--- src/rtl/rcause_pkg.sv ---
package rcause_pkg;
  localparam int REG_W   = 8;
  localparam int NUM_SRC = 4;

  // bit positions; software decodes these
  localparam int POS_POR = 0;
  localparam int POS_EXT = 1;
  localparam int POS_BOR = 2;
  localparam int POS_WDT = 3;

  typedef logic [NUM_SRC-1:0] src_vec_t;
  typedef logic [REG_W-1:0]   word_t;

  // power-on clear dominates, then set, then software clear
  function automatic logic flag_next(input logic cur, input logic set,
                                     input logic wr_clr, input logic por_clr);
    logic n;
    if (por_clr)     n = 1'b0;
    else if (set)    n = 1'b1;
    else if (wr_clr) n = 1'b0;
    else             n = cur;
    return n;
  endfunction

  // bits written as zero request a clear
  function automatic src_vec_t zero_clear_mask(input logic we, input src_vec_t wd);
    return we ? ~wd : '0;
  endfunction

  function automatic word_t pack_word(input src_vec_t flags);
    word_t w;
    w = '0;
    w[NUM_SRC-1:0] = flags;
    return w;
  endfunction
endpackage

--- src/rtl/rcause_wr_decode.sv ---
module rcause_wr_decode
  import rcause_pkg::*;
(
  input  logic     we_i,
  input  src_vec_t wdata_i,
  output src_vec_t clr_o
);
  assign clr_o = zero_clear_mask(we_i, wdata_i);
endmodule

--- src/rtl/rcause_flag.sv ---
module rcause_flag
  import rcause_pkg::*;
(
  input  logic clk,
  input  logic set_i,
  input  logic clr_wr_i,
  input  logic clr_por_i,
  output logic q_o
);
  logic q;

  always_ff @(posedge clk)
    q <= flag_next(q, set_i, clr_wr_i, clr_por_i);

  assign q_o = q;


  set_wins_chk: assert property (@(posedge clk) disable iff (clr_por_i)
    set_i |=> q_o);


  wr_clear_chk: assert property (@(posedge clk) disable iff (clr_por_i)
    (clr_wr_i && !set_i) |=> !q_o);


  sticky_hold_chk: assert property (@(posedge clk)
    (!set_i && !clr_wr_i && !clr_por_i) |=> $stable(q_o));
endmodule

--- src/rtl/rcause_rd_pack.sv ---
module rcause_rd_pack
  import rcause_pkg::*;
(
  input  src_vec_t flags_i,
  output word_t    rdata_o
);
  assign rdata_o = pack_word(flags_i);
endmodule

--- src/rtl/rcause_status_reg.sv ---
module rcause_status_reg
  import rcause_pkg::*;
(
  input  logic             clk,
  input  logic             por_pulse,
  input  logic             ext_pulse,
  input  logic             bor_pulse,
  input  logic             wdt_pulse,
  input  logic             reg_we,
  input  logic [REG_W-1:0] reg_wdata,
  output logic [REG_W-1:0] reg_rdata
);
  src_vec_t evt_vec;
  src_vec_t wr_clr;
  src_vec_t por_clr;
  src_vec_t flags;
  logic     rsvd_wr_seen;

  always_comb begin
    evt_vec          = '0;
    evt_vec[POS_POR] = por_pulse;
    evt_vec[POS_EXT] = ext_pulse;
    evt_vec[POS_BOR] = bor_pulse;
    evt_vec[POS_WDT] = wdt_pulse;
  end

  assign rsvd_wr_seen = reg_we && (|reg_wdata[REG_W-1:NUM_SRC]);

  rcause_wr_decode u_dec (
    .we_i    (reg_we),
    .wdata_i (reg_wdata[NUM_SRC-1:0]),
    .clr_o   (wr_clr)
  );

  genvar gi;
  generate
    for (gi = 0; gi < NUM_SRC; gi++) begin : g_flag
      if (gi == POS_POR) begin : g_por
        assign por_clr[gi] = 1'b0;
      end else begin : g_sec
        assign por_clr[gi] = por_pulse;
      end
      rcause_flag u_flag (
        .clk       (clk),
        .set_i     (evt_vec[gi]),
        .clr_wr_i  (wr_clr[gi]),
        .clr_por_i (por_clr[gi]),
        .q_o       (flags[gi])
      );
    end
  endgenerate

  rcause_rd_pack u_pack (
    .flags_i (flags),
    .rdata_o (reg_rdata)
  );


  rsvd_zero_chk: assert property (@(posedge clk)
    rsvd_wr_seen |=> (reg_rdata[REG_W-1:NUM_SRC] == '0));


  por_pattern_chk: assert property (@(posedge clk)
    por_pulse |=> (reg_rdata[NUM_SRC-1:0] == src_vec_t'(1)));


  por_keep_chk: assert property (@(posedge clk) disable iff (por_pulse)
    !(reg_we && !reg_wdata[POS_POR]) |=> $stable(reg_rdata[POS_POR]));
endmodule

--- config.mk ---
export PLATFORM = sky130hd
export DESIGN_NAME = rcause_status_reg
export DESIGN_NICKNAME = d
export VERILOG_FILES = /design/src/rtl/rcause_pkg.sv /design/src/rtl/rcause_wr_decode.sv /design/src/rtl/rcause_flag.sv /design/src/rtl/rcause_rd_pack.sv /design/src/rtl/rcause_status_reg.sv
export SDC_FILE = /design/constraint.sdc
export NUM_CORES = 1
export LEC_CHECK = 0
export BUFFER_PORTS_ARGS = -buffer_cell sky130_fd_sc_hd__buf_2
export CAP_MARGIN = 20
export CORE_AREA = 5 5 42 44
export CTS_BUF_LIST = sky130_fd_sc_hd__clkbuf_8 sky130_fd_sc_hd__clkbuf_16
export DETAILED_ROUTE_END_ITERATION = 8
export DIE_AREA = 0 0 47 49
export PLACE_DENSITY = 0.55
export SYNTH_ARGS = -nofsm -noshare
export SYNTH_HDL_FRONTEND = slang
export SYNTH_SLANG_ARGS = --single-unit
--- constraint.sdc ---
create_clock -name clk -period 0.8 [get_ports clk]
set_input_delay 0.04 -clock clk [delete_from_list [all_inputs] [get_ports clk]]
set_output_delay 0.04 -clock clk [all_outputs]
set_load 0.005 [all_outputs]
==> impl_metrics.tcl, run 1 <==
set metrics [dict create \
    placed_cell_count 48 \
    p_int_w 0.000580 \
    cts_max_path_buffers 2 \
    synth_enable_flop_cells 0 \
    postLayoutSetupSlackWorst_ns 0.117 \
    design.die.area_sq_mm 0.00230 \
    postSynth.asyncResetShare_pct 0 \
    power.share.switching_pct 19.5 \
    tritoncts_num_sinks 4 \
    fin_nets 51 \
    grt_remaining_overflow 0 \
    yosys-top-cells-area "sky130_fd_sc_hd__dfxtp_1 34%, sky130_fd_sc_hd__buf_4 25%, sky130_fd_sc_hd__nor3b_2 16%" \
    critPathArrivalTime_ns 0.64 \
    routed_wl_um 477 \
    netlist_area_sq_um 236 \
    worst_clock_skew_ns 0 \
    worst_hold_path.endpoint "g_flag[1].u_flag.q_o" \
    cts_setup_buffers 0 \
    wl_per_cell_um 9.35 \
    tritoncts "done" \
    rsz0062_at_grt "no" \
    clock_latency_ns 0.21 \
    std_cell_rows 14 \
    syn_inst 24 \
    layout.filler_cells 163 \
    remaining_drc_errors 0 \
    cpMaxStageDelayCell "sky130_fd_sc_hd__dfxtp_1" \
    number_of_failing_setup_endpoints_in_the_final_timing_report 0 \
    cts.clk_slew.worst_paths_ns 0.03 \
    regToRegSetupSlack_ns 0.21 \
    layout_worst_path_cycle_share_pct 85.3 \
    run_status "complete, no violations" \
    grt_first_pass_wirelength_um 717 \
    regToRegStartpoint "g_flag[3].u_flag.q_o" \
    preCtsSetupSlack_ns 0.219 \
    post_synth.cell_area_avg_sq_um 9.85 \
    cp.required_ns 0.76 \
    largest_reg_flops 4 \
    reg2regPathDepth 2 \
    worstPathBufferInverterCount 1 \
    fin_max_slew_vios 0 \
    postCtsHoldBufs 0 \
    synth-seq-cells 4 \
    num_antenna_cells 0 \
    yosys.area.top_type "sky130_fd_sc_hd__dfxtp_1" \
    comb_power_share_pct 11.3 \
    cts.repair.resized 0 \
    grt_start_max_net_pins 5 \
    fin_cells 51 \
    hold_start "por_pulse" \
    synth_cell_type_count 8 \
    synth.most_common_cell "sky130_fd_sc_hd__buf_4" \
    timing.critical_path.from_type "flip-flop" \
    cp-end-kind "output pin" \
    cap_violations 0 \
    finalWorstPathRequiredPeriod_ns 0.683 \
    critPathMaxFanout 2 \
    number_of_antenna_violations_at_the_first_check_in_global_routing 0 \
    die_height_um 49 \
    boundaryPins 22 \
    die-width_um 47 \
    cts_max_level 1 \
    max-vdd-ir-drop_v 0.00126 \
    globalplace.congestion 0.574 \
    dr.pass1.iters 3 \
    p_leak_nw 0.150 \
    cts_root_buf "sky130_fd_sc_hd__clkbuf_8" \
    via_count_of_the_first_global_routing_pass 168 \
    power_frac_clock_pct 57.8 \
    path_cells "buf_2" \
    most_frequently_used_flop_master_after_synthesis "sky130_fd_sc_hd__dfxtp_1" \
    cellPowerDensity_mw_per_mm2 2290 \
    regToRegEndpoint "g_flag[3].u_flag.q_o" \
    p_switching_w 0.000140 \
    layout-drive-gt1-share_pct 62.9 \
    hold_violations 0 \
    core_sq_mm 0.00140 \
    clock.fmax_ghz 1.46 \
    via_count 175 \
    synth.yosys.seq_area_share_pct 33.9 \
    hold_path.class "input port to flip-flop" \
    cpPeakStageDelay_ns 0.32 \
    buffers_added_on_ports 13 \
    finalSetupTns_ns 0 \
    cts-buffers-inserted 3 \
    groute.usage.overall_pct 5.00 \
    first_drt_iteration_drcs 1 \
    critPathKind "flip-flop to output pin" \
    postLayoutCellArea_sq_um 314 \
    yosys_warnings 0 \
    sequential_group_share_of_total_power_pct 30.9 \
    worstHoldPathCells 2 \
    whs_ns 0.0706 \
    post_synth_top_area_share_pct 33.9 \
    cpLargestDelayFamily "flip-flops" \
    areaGrowthSynthToFinish_pct 32.8 \
    vias_per_cell 3.43 \
    start_util_pct 16.9 \
    postRouteAntennaNets 0 \
    leading_cell_types_by_count_after_synthesis "8 x sky130_fd_sc_hd__buf_4, 4 x sky130_fd_sc_hd__dfxtp_1, 3 x sky130_fd_sc_hd__nor2_1, 3 x sky130_fd_sc_hd__nor3_2, 3 x sky130_fd_sc_hd__nor3b_2" \
    detailed_place.area_sq_um 273 \
]
-- cell families (layout without fill, tap and decap cells) --
| kind of cell | count (synthesis) | in the layout | share of synthesized area, % |
|---|---|---|---|
| flip-flops | 4 | 4 | 33.9 |
| AO/OA/AOI/OAI | 1 | 1 | 3.18 |
| buffers and inverters | 8 | 16 | 25.4 |
| AND/OR/NAND/NOR | 10 | 10 | 36.0 |
| other | 1 | 4 | 1.59 |
-- worst max path at each step --
| stage | to | cells past startpoint | slack (ns) | from |
|---|---|---|---|---|
| detailed placement | g_flag[3].u_flag.q_o | 2 | 0.22 | g_flag[3].u_flag.q_o |
| finish | reg_rdata[2] | 1 | 0.12 | g_flag[2].u_flag.q_o |
| global route | reg_rdata[3] | 1 | 0.09 | g_flag[3].u_flag.q_o |
| floorplan | g_flag[1].u_flag.q_o | 2 | 0.24 | g_flag[1].u_flag.q_o |
| global placement | g_flag[2].u_flag.q_o | 2 | 0.24 | g_flag[2].u_flag.q_o |
| CTS | reg_rdata[2] | 1 | 0.11 | g_flag[2].u_flag.q_o |
-- power by group through the flow --
stage | logic, W | registers (W) | clock network, W
floorplan | 0.0000682 | 0.000224 | 0
global placement | 0.0000813 | 0.000225 | 0
detailed placement | 0.0000832 | 0.000225 | 0
CTS | 0.0000839 | 0.000222 | 0.000432
global route | 0.0000938 | 0.000224 | 0.000443
finish | 0.0000815 | 0.000222 | 0.000416
-- per-stage QoR --
step	utilization (%)	total power, W
floorplan	-	0.000293
global placement	19.5	0.000306
detailed placement	19.5	0.000308
CTS	22.4	0.000738
global route	22.4	0.000760
finish	22.4	0.000720
-- layout make-up --
type                       count  area (sq um)  area share (%)
tap                           16          20.0            6.37
timing repair buffer          13          65.1            20.7
multi-input combinational     15           108            34.3
clock buffer                   3          41.3            13.1
sequential                     4          80.1            25.5
-- routing by layer --
layer  vias to the layer above  wire (um)  global-route usage, %
li1                         89          -                      -
met1                        74        209                   4.85
met2                        12        192                   6.33
met3                         0         75                   5.54
met4                         0          0                   2.76
met5                         -          0                      0
-- cell usage in the layout, fill, tap and decap left out --
master	count
sky130_fd_sc_hd__conb_1	4
sky130_fd_sc_hd__nand2b_1	1
sky130_fd_sc_hd__buf_2	13
sky130_fd_sc_hd__nor2_1	3
sky130_fd_sc_hd__nor3_2	3
sky130_fd_sc_hd__dfxtp_1	4
sky130_fd_sc_hd__clkbuf_8	3
sky130_fd_sc_hd__a21o_1	1
sky130_fd_sc_hd__nor3b_2	3
No activity file was read; power rests on OpenSTA's default activity.
==> run 2, diff against run 1 <==
- PLACE_DENSITY: 0.55 -> default
==> run 2 against run 1 <==
  * Non-clock buffer count stayed put
  * Register-to-register slack hardly changed
  * Sequential share of layout area stayed put
  * Design area stayed put
  * Largest power group unchanged
  * Die area stayed put
  * Worst hold slack better by 0.0022 ns
  * Critical path type unchanged
==> impl_metrics.tcl, run 2 (synthesis gave the netlist of run 1 again) <==
set metrics [dict create \
    postCtsHoldBufs 0 \
    die_height_um 49 \
    finalWorstPathRequiredPeriod_ns 0.684 \
    grt.met3_usage_pct 3.32 \
    cts_setup_buffers 0 \
    grt_remaining_overflow 0 \
    cpPeakStageDelay_ns 0.32 \
    p_leak_nw 0.150 \
    areaGrowthSynthToFinish_pct 32.8 \
    run_status "complete, no violations" \
    largest_reg_flops 4 \
    grt_first_pass_wirelength_um 641 \
    layout_worst_path_cycle_share_pct 85.5 \
    design.die.area_sq_mm 0.00230 \
    grt_start_max_net_pins 5 \
    core_sq_mm 0.00140 \
    worstPathBufferInverterCount 1 \
    postLayoutSetupSlackWorst_ns 0.116 \
    critPathKind "flip-flop to output pin" \
    routed_wl_um 501 \
    cts_max_path_buffers 2 \
    layout-drive-gt1-share_pct 62.9 \
    comb_power_share_pct 11.2 \
    cts-buffers-inserted 3 \
    buffers_added_on_ports 13 \
    cts.clk_slew.worst_paths_ns 0.03 \
    p_int_w 0.000580 \
    path_cells "buf_2" \
    grt_use_met2_pct 6.33 \
    start_util_pct 16.9 \
    vias_per_cell 3.55 \
    hold_violations 0 \
    std_cell_rows 14 \
    number_of_failing_setup_endpoints_in_the_final_timing_report 0 \
    tritoncts_num_sinks 4 \
    layout.filler_cells 166 \
    multi_input_combinational_cell_area_sq_um 108 \
    reg2regPathDepth 2 \
    max-vdd-ir-drop_v 0.000553 \
    cp-end-kind "output pin" \
    remaining_drc_errors 0 \
    postRouteAntennaNets 0 \
    path_depth 1 \
    use_met1_pct 3.96 \
    cap_violations 0 \
    power_frac_clock_pct 58.1 \
    via_count 181 \
    first_drt_iteration_drcs 0 \
    clock_latency_ns 0.21 \
    fin_max_slew_vios 0 \
    num_antenna_cells 0 \
    cpLargestDelayFamily "flip-flops" \
    postLayoutCellArea_sq_um 314 \
    p_switching_w 0.000144 \
    rsz0062_at_grt "no" \
    number_of_antenna_violations_at_the_first_check_in_global_routing 0 \
    groute.usage.overall_pct 4.51 \
    die-width_um 47 \
    critPathMaxFanout 2 \
    power.share.switching_pct 19.9 \
    busiest_layer "met2" \
    wl_per_cell_um 9.82 \
    dr.pass1.iters 1 \
    worstHoldPathCells 2 \
    critPathArrivalTime_ns 0.64 \
    preCtsSetupSlack_ns 0.214 \
    cellPowerDensity_mw_per_mm2 2310 \
    final-seq-area_sq_um 80.1 \
    cp.required_ns 0.76 \
    clock.fmax_ghz 1.46 \
    detailed_place.area_sq_um 273 \
    timing.critical_path.from_type "flip-flop" \
    via_count_of_the_first_global_routing_pass 171 \
    most_frequent_cells_in_the_layout "13 x sky130_fd_sc_hd__buf_2, 4 x sky130_fd_sc_hd__conb_1, 4 x sky130_fd_sc_hd__dfxtp_1" \
    globalplace.congestion 0.549 \
    hold_path.class "input port to flip-flop" \
    cts_root_buf "sky130_fd_sc_hd__clkbuf_8" \
    worst_clock_skew_ns 0 \
    fin_nets 51 \
    sequential_group_share_of_total_power_pct 30.7 \
    tritoncts "done" \
    cpMaxStageDelayCell "sky130_fd_sc_hd__dfxtp_1" \
    finalSetupTns_ns 0 \
    cts.repair.resized 0 \
    mostFrequentLayoutCell "sky130_fd_sc_hd__buf_2" \
    boundaryPins 22 \
    cts_max_level 1 \
]
## run 2: cell counts in the layout (fill, tap and decap cells not counted)
Identical to the previous run, type by type.
## run 2: power groups by stage
| stage | logic (W) | clock network (W) | registers (W) |
|---|---|---|---|
| final | 0.0000813 | 0.000421 | 0.000222 |
| after global routing | 0.0000902 | 0.000447 | 0.000223 |
| after CTS | 0.0000837 | 0.000444 | 0.000222 |
| after detailed placement | 0.0000836 | 0 | 0.000225 |
| after global placement | 0.0000809 | 0 | 0.000224 |
| after floorplan | 0.0000682 | 0 | 0.000224 |
## run 2: worst reg2reg max path: stages (launching register included)
cell                      delay [ns]
sky130_fd_sc_hd__dfxtp_1        0.30
sky130_fd_sc_hd__nor2_1         0.13
sky130_fd_sc_hd__nor3_2         0.05
## run 2: through the flow
step / hold slack [ns] / cells / total power, W / utilization (%)
5_1_grt: 0.0952 / 51 / 0.000760 / 22.4
6_report: 0.0729 / 51 / 0.000724 / 22.4
3_5_place_dp: 0.303 / 48 / 0.000309 / 19.5
3_3_place_gp: 0.299 / 48 / 0.000305 / 19.5
2_1_floorplan: 0.110 / 27 / 0.000293 / -
4_1_cts: 0.0760 / 51 / 0.000750 / 22.4
## run 2: path summary, 6_finish.rpt
path         slack [ns]                 start              endpoint
max reg2reg        0.21  g_flag[1].u_flag.q_o  g_flag[1].u_flag.q_o
min                0.07             por_pulse  g_flag[3].u_flag.q_o
min reg2reg        0.44  g_flag[0].u_flag.q_o  g_flag[0].u_flag.q_o
max                0.12  g_flag[1].u_flag.q_o          reg_rdata[1]
## run 2: layout make-up
type | count | area share (%)
Sequential cell | 4 | 25.5
Multi-Input combinational cell | 15 | 34.3
Clock buffer | 3 | 13.1
Timing Repair Buffer | 13 | 20.7
Tap cell | 16 | 6.37
## run 2: routing by layer
layer / part of all wire, % / vias to the layer above / wire length (um)
li1: - / 89 / -
met1: 33 / 82 / 163
met2: 53 / 10 / 265
met3: 14 / 0 / 71
met4: 0 / 0 / 0
met5: 0 / - / 0
